### config.mk
export PLATFORM = sky130hd
export DESIGN_NAME = irq_flag_ctrl
export DESIGN_NICKNAME = d
export VERILOG_FILES = /design/src/rtl/irq_flag_pkg.sv /design/src/rtl/irq_flag_bank.sv /design/src/rtl/irq_prio_pick.sv /design/src/rtl/irq_ctrl_regs.sv /design/src/rtl/irq_flag_ctrl.sv
export SDC_FILE = /design/constraint.sdc
export NUM_CORES = 1
export LEC_CHECK = 0
export ABC_AREA = 1
export ABC_CLOCK_PERIOD_IN_PS = 900
export BUFFER_PORTS_ARGS = -buffer_cell sky130_fd_sc_hd__buf_2
export CAP_MARGIN = 20
export CORE_MARGIN = 1
export CORE_UTILIZATION = 30
export CTS_CLUSTER_SIZE = 16
export DETAILED_ROUTE_END_ITERATION = 6
export PLACE_DENSITY = 0.59
export SYNTH_ARGS = -nofsm -noshare
export SYNTH_HDL_FRONTEND = slang
export SYNTH_SLANG_ARGS = --single-unit
### constraint.sdc
create_clock -name clk -period 0.9 [get_ports clk]
set_input_delay 0 -clock clk [delete_from_list [all_inputs] [get_ports clk]]
set_output_delay 0 -clock clk [all_outputs]
set_load 0.005 [all_outputs]
### src/rtl/irq_flag_pkg.sv
package irq_flag_pkg;

  typedef enum logic [1:0] {
    RA_FLAG = 2'd0,
    RA_MASK = 2'd1,
    RA_CTRL = 2'd2,
    RA_NONE = 2'd3
  } reg_sel_e;

  typedef enum logic [1:0] {
    SK_PULSE  = 2'd0,
    SK_MANUAL = 2'd1,
    SK_LEVEL  = 2'd2
  } src_kind_e;

endpackage

### src/rtl/irq_flag_bank.sv
module irq_flag_bank #(
  parameter int unsigned NSRC = 8,
  parameter logic [NSRC-1:0] LEVEL_SRC  = '0,
  parameter logic [NSRC-1:0] MANUAL_SRC = '0
) (
  input  logic            clk,
  input  logic            rst_n,
  input  logic [NSRC-1:0] src_in,
  input  logic [NSRC-1:0] w1c,
  input  logic [NSRC-1:0] ack_clr,
  output logic [NSRC-1:0] flags
);
  import irq_flag_pkg::*;

  for (genvar i = 0; i < NSRC; i++) begin : g_src
    localparam src_kind_e KIND = LEVEL_SRC[i]  ? SK_LEVEL  :
                                 MANUAL_SRC[i] ? SK_MANUAL : SK_PULSE;
    logic flag_q;
    logic flag_nx;

    if (KIND == SK_LEVEL) begin : g_level
      always_comb flag_nx = src_in[i];
    end else if (KIND == SK_MANUAL) begin : g_manual
      always_comb flag_nx = src_in[i] | (flag_q & ~w1c[i]);
    end else begin : g_pulse
      always_comb flag_nx = src_in[i] | (flag_q & ~w1c[i] & ~ack_clr[i]);
    end

    always_ff @(posedge clk or negedge rst_n) begin
      if (!rst_n) flag_q <= 1'b0;
      else        flag_q <= flag_nx;
    end

    assign flags[i] = flag_q;
  end

endmodule

### src/rtl/irq_prio_pick.sv
module irq_prio_pick #(
  parameter int unsigned NSRC = 8,
  localparam int unsigned VW = (NSRC > 1) ? $clog2(NSRC) : 1
) (
  input  logic [NSRC-1:0] pend,
  output logic            any,
  output logic [VW-1:0]   vec
);
  always_comb begin
    any = |pend;
    vec = '0;
    for (int i = NSRC - 1; i >= 0; i--) begin
      if (pend[i]) vec = VW'(i);
    end
  end
endmodule

### src/rtl/irq_ctrl_regs.sv
module irq_ctrl_regs #(
  parameter int unsigned NSRC = 8
) (
  input  logic            clk,
  input  logic            rst_n,
  input  logic            mask_we,
  input  logic            ctrl_we,
  input  logic [NSRC-1:0] wdata,
  input  logic            take,
  input  logic            ret,
  output logic [NSRC-1:0] mask,
  output logic            gie
);
  logic [NSRC-1:0] mask_q;
  logic            gie_q;
  logic            gie_nx;
  logic            gie_en;

  always_comb begin
    gie_en = take | ret | ctrl_we;
    if (take)     gie_nx = 1'b0;
    else if (ret) gie_nx = 1'b1;
    else          gie_nx = wdata[0];
  end

  always_ff @(posedge clk or negedge rst_n) begin
    if (!rst_n)       mask_q <= '0;
    else if (mask_we) mask_q <= wdata;
  end

  always_ff @(posedge clk or negedge rst_n) begin
    if (!rst_n)      gie_q <= 1'b0;
    else if (gie_en) gie_q <= gie_nx;
  end

  assign mask = mask_q;
  assign gie  = gie_q;
endmodule

### src/rtl/irq_flag_ctrl.sv
module irq_flag_ctrl #(
  parameter int unsigned NSRC = 8,
  parameter logic [NSRC-1:0] LEVEL_SRC  = NSRC'(1) << (NSRC - 1),
  parameter logic [NSRC-1:0] MANUAL_SRC = (NSRC > 1) ? (NSRC'(1) << (NSRC - 2)) : '0,
  localparam int unsigned VW = (NSRC > 1) ? $clog2(NSRC) : 1
) (
  input  logic            clk,
  input  logic            rst_n,
  input  logic [NSRC-1:0] src_in,
  input  logic            reg_wr,
  input  logic [1:0]      reg_addr,
  input  logic [NSRC-1:0] reg_wdata,
  output logic [NSRC-1:0] reg_rdata,
  output logic            irq_req,
  input  logic            irq_ack,
  input  logic            irq_ret,
  output logic [VW-1:0]   irq_vec
);
  import irq_flag_pkg::*;

  logic [1:0]      rst_sync;
  logic            rst_q;
  logic [NSRC-1:0] flags;
  logic [NSRC-1:0] mask;
  logic            gie;
  logic [NSRC-1:0] pend;
  logic            any_pend;
  logic [VW-1:0]   pick;
  logic            take;
  logic [NSRC-1:0] w1c;
  logic [NSRC-1:0] ack_clr;
  reg_sel_e        sel;

  always_ff @(posedge clk or negedge rst_n) begin
    if (!rst_n) rst_sync <= 2'b00;
    else        rst_sync <= {rst_sync[0], 1'b1};
  end
  assign rst_q = rst_sync[1];

  assign sel     = reg_sel_e'(reg_addr);
  assign pend    = flags & mask;
  assign irq_req = gie & any_pend;
  assign irq_vec = pick;
  assign take    = irq_req & irq_ack;
  assign w1c     = (reg_wr && sel == RA_FLAG) ? reg_wdata : '0;
  assign ack_clr = take ? (NSRC'(1) << pick) : '0;

  irq_flag_bank #(
    .NSRC(NSRC), .LEVEL_SRC(LEVEL_SRC), .MANUAL_SRC(MANUAL_SRC)
  ) u_bank (
    .clk(clk), .rst_n(rst_q), .src_in(src_in),
    .w1c(w1c), .ack_clr(ack_clr), .flags(flags)
  );

  irq_prio_pick #(.NSRC(NSRC)) u_pick (
    .pend(pend), .any(any_pend), .vec(pick)
  );

  irq_ctrl_regs #(.NSRC(NSRC)) u_ctrl (
    .clk(clk), .rst_n(rst_q),
    .mask_we(reg_wr && sel == RA_MASK),
    .ctrl_we(reg_wr && sel == RA_CTRL),
    .wdata(reg_wdata), .take(take), .ret(irq_ret),
    .mask(mask), .gie(gie)
  );

  always_comb begin
    unique case (sel)
      RA_FLAG: reg_rdata = flags;
      RA_MASK: reg_rdata = mask;
      RA_CTRL: reg_rdata = NSRC'(gie);
      default: reg_rdata = '0;
    endcase
  end

endmodule

==> results.cfg <==
[outcome]
status = finished, violations left
violations = negative setup slack

[synthesis]
synthArstFlopShare = 1.00
seq_area_frac_synth = 0.433
ys_ff_latch = 19
synth_area_leaders = dfrtp_1 43%, nand2_1 12%, inv_1 8.2%
synth_nets = 158
yosys.area_share.xor_xnor = 0
avgSynthCellArea_um2 = 8.14
synth_area_mm2 = 0.00110
yosysMostFrequentCell = nand2_1
synth_cells = 135
muxShareOfSynthArea = 0.0137
synthSimpleGateAreaFrac = 0.256
yosysWarningCount = 0
ys_types = 24
synth_top_cell_by_area = dfrtp_1
synth_edf_count = 0
synth_top_family_by_area = simple AND/OR/NAND/NOR gates
ys.flop_type = dfrtp_1
synth_adder_area_share = 0
synth.top_cells.by_count = 36 x nand2_1, 24 x inv_1, 19 x dfrtp_1
synth_top_area_frac = 0.433
synth_compound_area_frac = 0.191

[sta]
worst_slack_ps = -604
setup_violations = 19
max_freq_mhz = 665
skew_ps = 4.59
maxSlewViolCount = 0
hold_viol = 0
min_period_over_period = 1.67
rsz0062_at_grt = yes
fin_crit_ps = 1500

[drt]
wl_per_cell_um = 12.6
ant_nets = 0
remaining_drc_errors = 0
first_pass_iters = 4
vias_per_cell = 4.53
drtIter0Drc = 32
vias = 1251
wl_um = 3470

[global_route]
grt_max_degree = 18
grt_pass1_vias = 1251
grt_pass1_wl_um = 5670
track_usage = 0.186
grt_overflow = 0
grt_antenna_before_repair = 0

[setup_path]
critPathMaxFanout = 3
cp.required_ps = 900
path_class = reg -> out
start_kind = flop
endpoint_kind = primary output
arrival_ps = 1500

[placed_design]
dpl.hpwl_um = 2180
port-buffer-count = 34
place_area_mm2 = 0.00153
gp_congestion = 0.850
post-place-cells = 240

[power_and_ir_drop]
p_switching_mw = 1.14
power.density_mw_per_mm2 = 1560
p_int_mw = 1.99
p_comb_frac = 0.514
leakagePower_nw = 1.04
switching_share = 0.365
power_mw = 3.13
seqPwrFrac = 0.337
ir_drop_mv = 0.741
p_clk_frac = 0.150

[clock_network]
cts-root-buf = clkbuf_4
numCtsBuffers = 3
clkSlewWorstSetupHoldPaths_ps = 120
tritoncts = yes
worstSkewPairLatency_ps = 310
htree_levels = 1
cts_sinks = 19
clockBufferDepth = 2

[floorplan]
die_area_mm2 = 0.00391
row_count = 21
core-area_mm2 = 0.00342
die_y_um = 62.5
io_pins = 35
initial_core_util = 0.322
die_x_um = 62.5

[layout]
nets = 254
final_cells = 276
final_area_mm2 = 0.00200
drive_gt1_frac = 0.535
num_antenna_cells = 0
syn_to_final_growth_pct = 82.2

[hold_path]
hold_class = in -> reg

[job]
maxCapViolCount = 0
power groups by stage:
stage | Combinational [mW] | Sequential [mW] | Clock, mW
floorplan | 0.578 | 1.06 | 0
global placement | 1.07 | 1.05 | 0
detailed placement | 1.10 | 1.05 | 0
CTS | 1.47 | 1.05 | 0.482
global route | 1.75 | 1.07 | 0.509
finish | 1.61 | 1.05 | 0.469
path summary, 6_finish.rpt:
path | startpoint | depth (start not counted) | end | slack, ps
min | reg_wr | 3 | u_ctrl.mask[7] | 70
max | u_bank.g_src[7].flag_q | 12 | irq_vec[0] | -600
min in group asynchronous | rst_sync[1] | 1 | u_bank.g_src[3].flag_q | 200
min reg2reg | rst_sync[1] | 1 | u_bank.g_src[3].flag_q | 200
max reg2reg | u_bank.g_src[7].flag_q | 14 | u_bank.g_src[4].flag_q | -560
max in group asynchronous | rst_n | 3 | rst_sync[1] | 280
per-layer routing:
layer	vias to the layer above	GRT usage	share of wire
li1	619	-	-
met1	595	0.219	0.43
met2	32	0.346	0.53
met3	5	0.0182	0.029
met4	0	0.0669	0.014
met5	-	0	0
cell families (layout without fill, tap and decap cells):
group / after synthesis / in the layout
flip-flops: 19 / 19
multiplexers: 1 / 1
buffers and inverters: 28 / 123
other: 1 / 1
AO/OA/AOI/OAI: 27 / 27
AND/OR/NAND/NOR: 59 / 59
final cells by class:
| cell class | count | area (µm²) |
|---|---|---|
| clock buffer | 3 | 22.5 |
| clock inverter | 1 | 5.00 |
| fill | 326 | 1410 |
| inverter | 27 | 104 |
| multi-input combinational | 88 | 612 |
| sequential | 19 | 475 |
| tap | 46 | 57.6 |
| timing repair buffer | 92 | 726 |
flip-flops by register name (all words and copies together), names as in the netlist:
name                 count
rst_sync                 2
u_ctrl.gie               1
u_bank.g_src.flag_q      8
u_ctrl.mask              8
cells in the final DEF, fill, tap and decap left out, types with 2 or more instances in the layout:
master | Yosys | final
nand4_1 | 4 | 4
buf_2 | 0 | 33
nand3_2 | 0 | 4
nand2_2 | 6 | 16
nand3_1 | 7 | 2
dlygate4sd3_1 | 0 | 20
nand2_4 | 1 | 4
o21ai_2 | 7 | 8
o21ai_1 | 2 | 2
nor2_4 | 2 | 4
a22o_1 | 7 | 7
o21ai_0 | 7 | 6
nand2_1 | 36 | 23
buf_6 | 1 | 18
clkbuf_4 | 0 | 3
buf_4 | 0 | 21
dfrtp_1 | 19 | 19
inv_1 | 24 | 20
inv_2 | 2 | 5
worst max-delay path, stage by stage (launching register included):
cell and delay (ps):
dfrtp_1 410, nand2_2 100, inv_2 30, nand2_1 40, nand2_1 50, nand2_1 50
nand2_1 60, nand2_2 60, nand2_2 60, nand2_2 80, buf_6 100, inv_2 20
buf_2 110
metrics by stage:
step	setup WS (ps)	utilization	setup TNS [ps]	hold slack [ps]
floorplan	-229	-	-1360	-296
global placement	-338	0.449	-2680	-216
detailed placement	-377	0.449	-3080	-214
CTS	-580	0.564	-7470	67.5
global route	-689	0.586	-9300	70.7
finish	-604	0.586	-7980	70.7
repair_timing:
item / 4_1_cts / 5_1_grt
endpoints found under the hold margin: 19 / 0
gates resized for setup: 29 / 18
pin swaps: 15 / 13
setup buffers: 11 / 6
hold buffers: 20 / 0
setup endpoints to repair: 19 / 20
(Power assumes the default switching activity.)
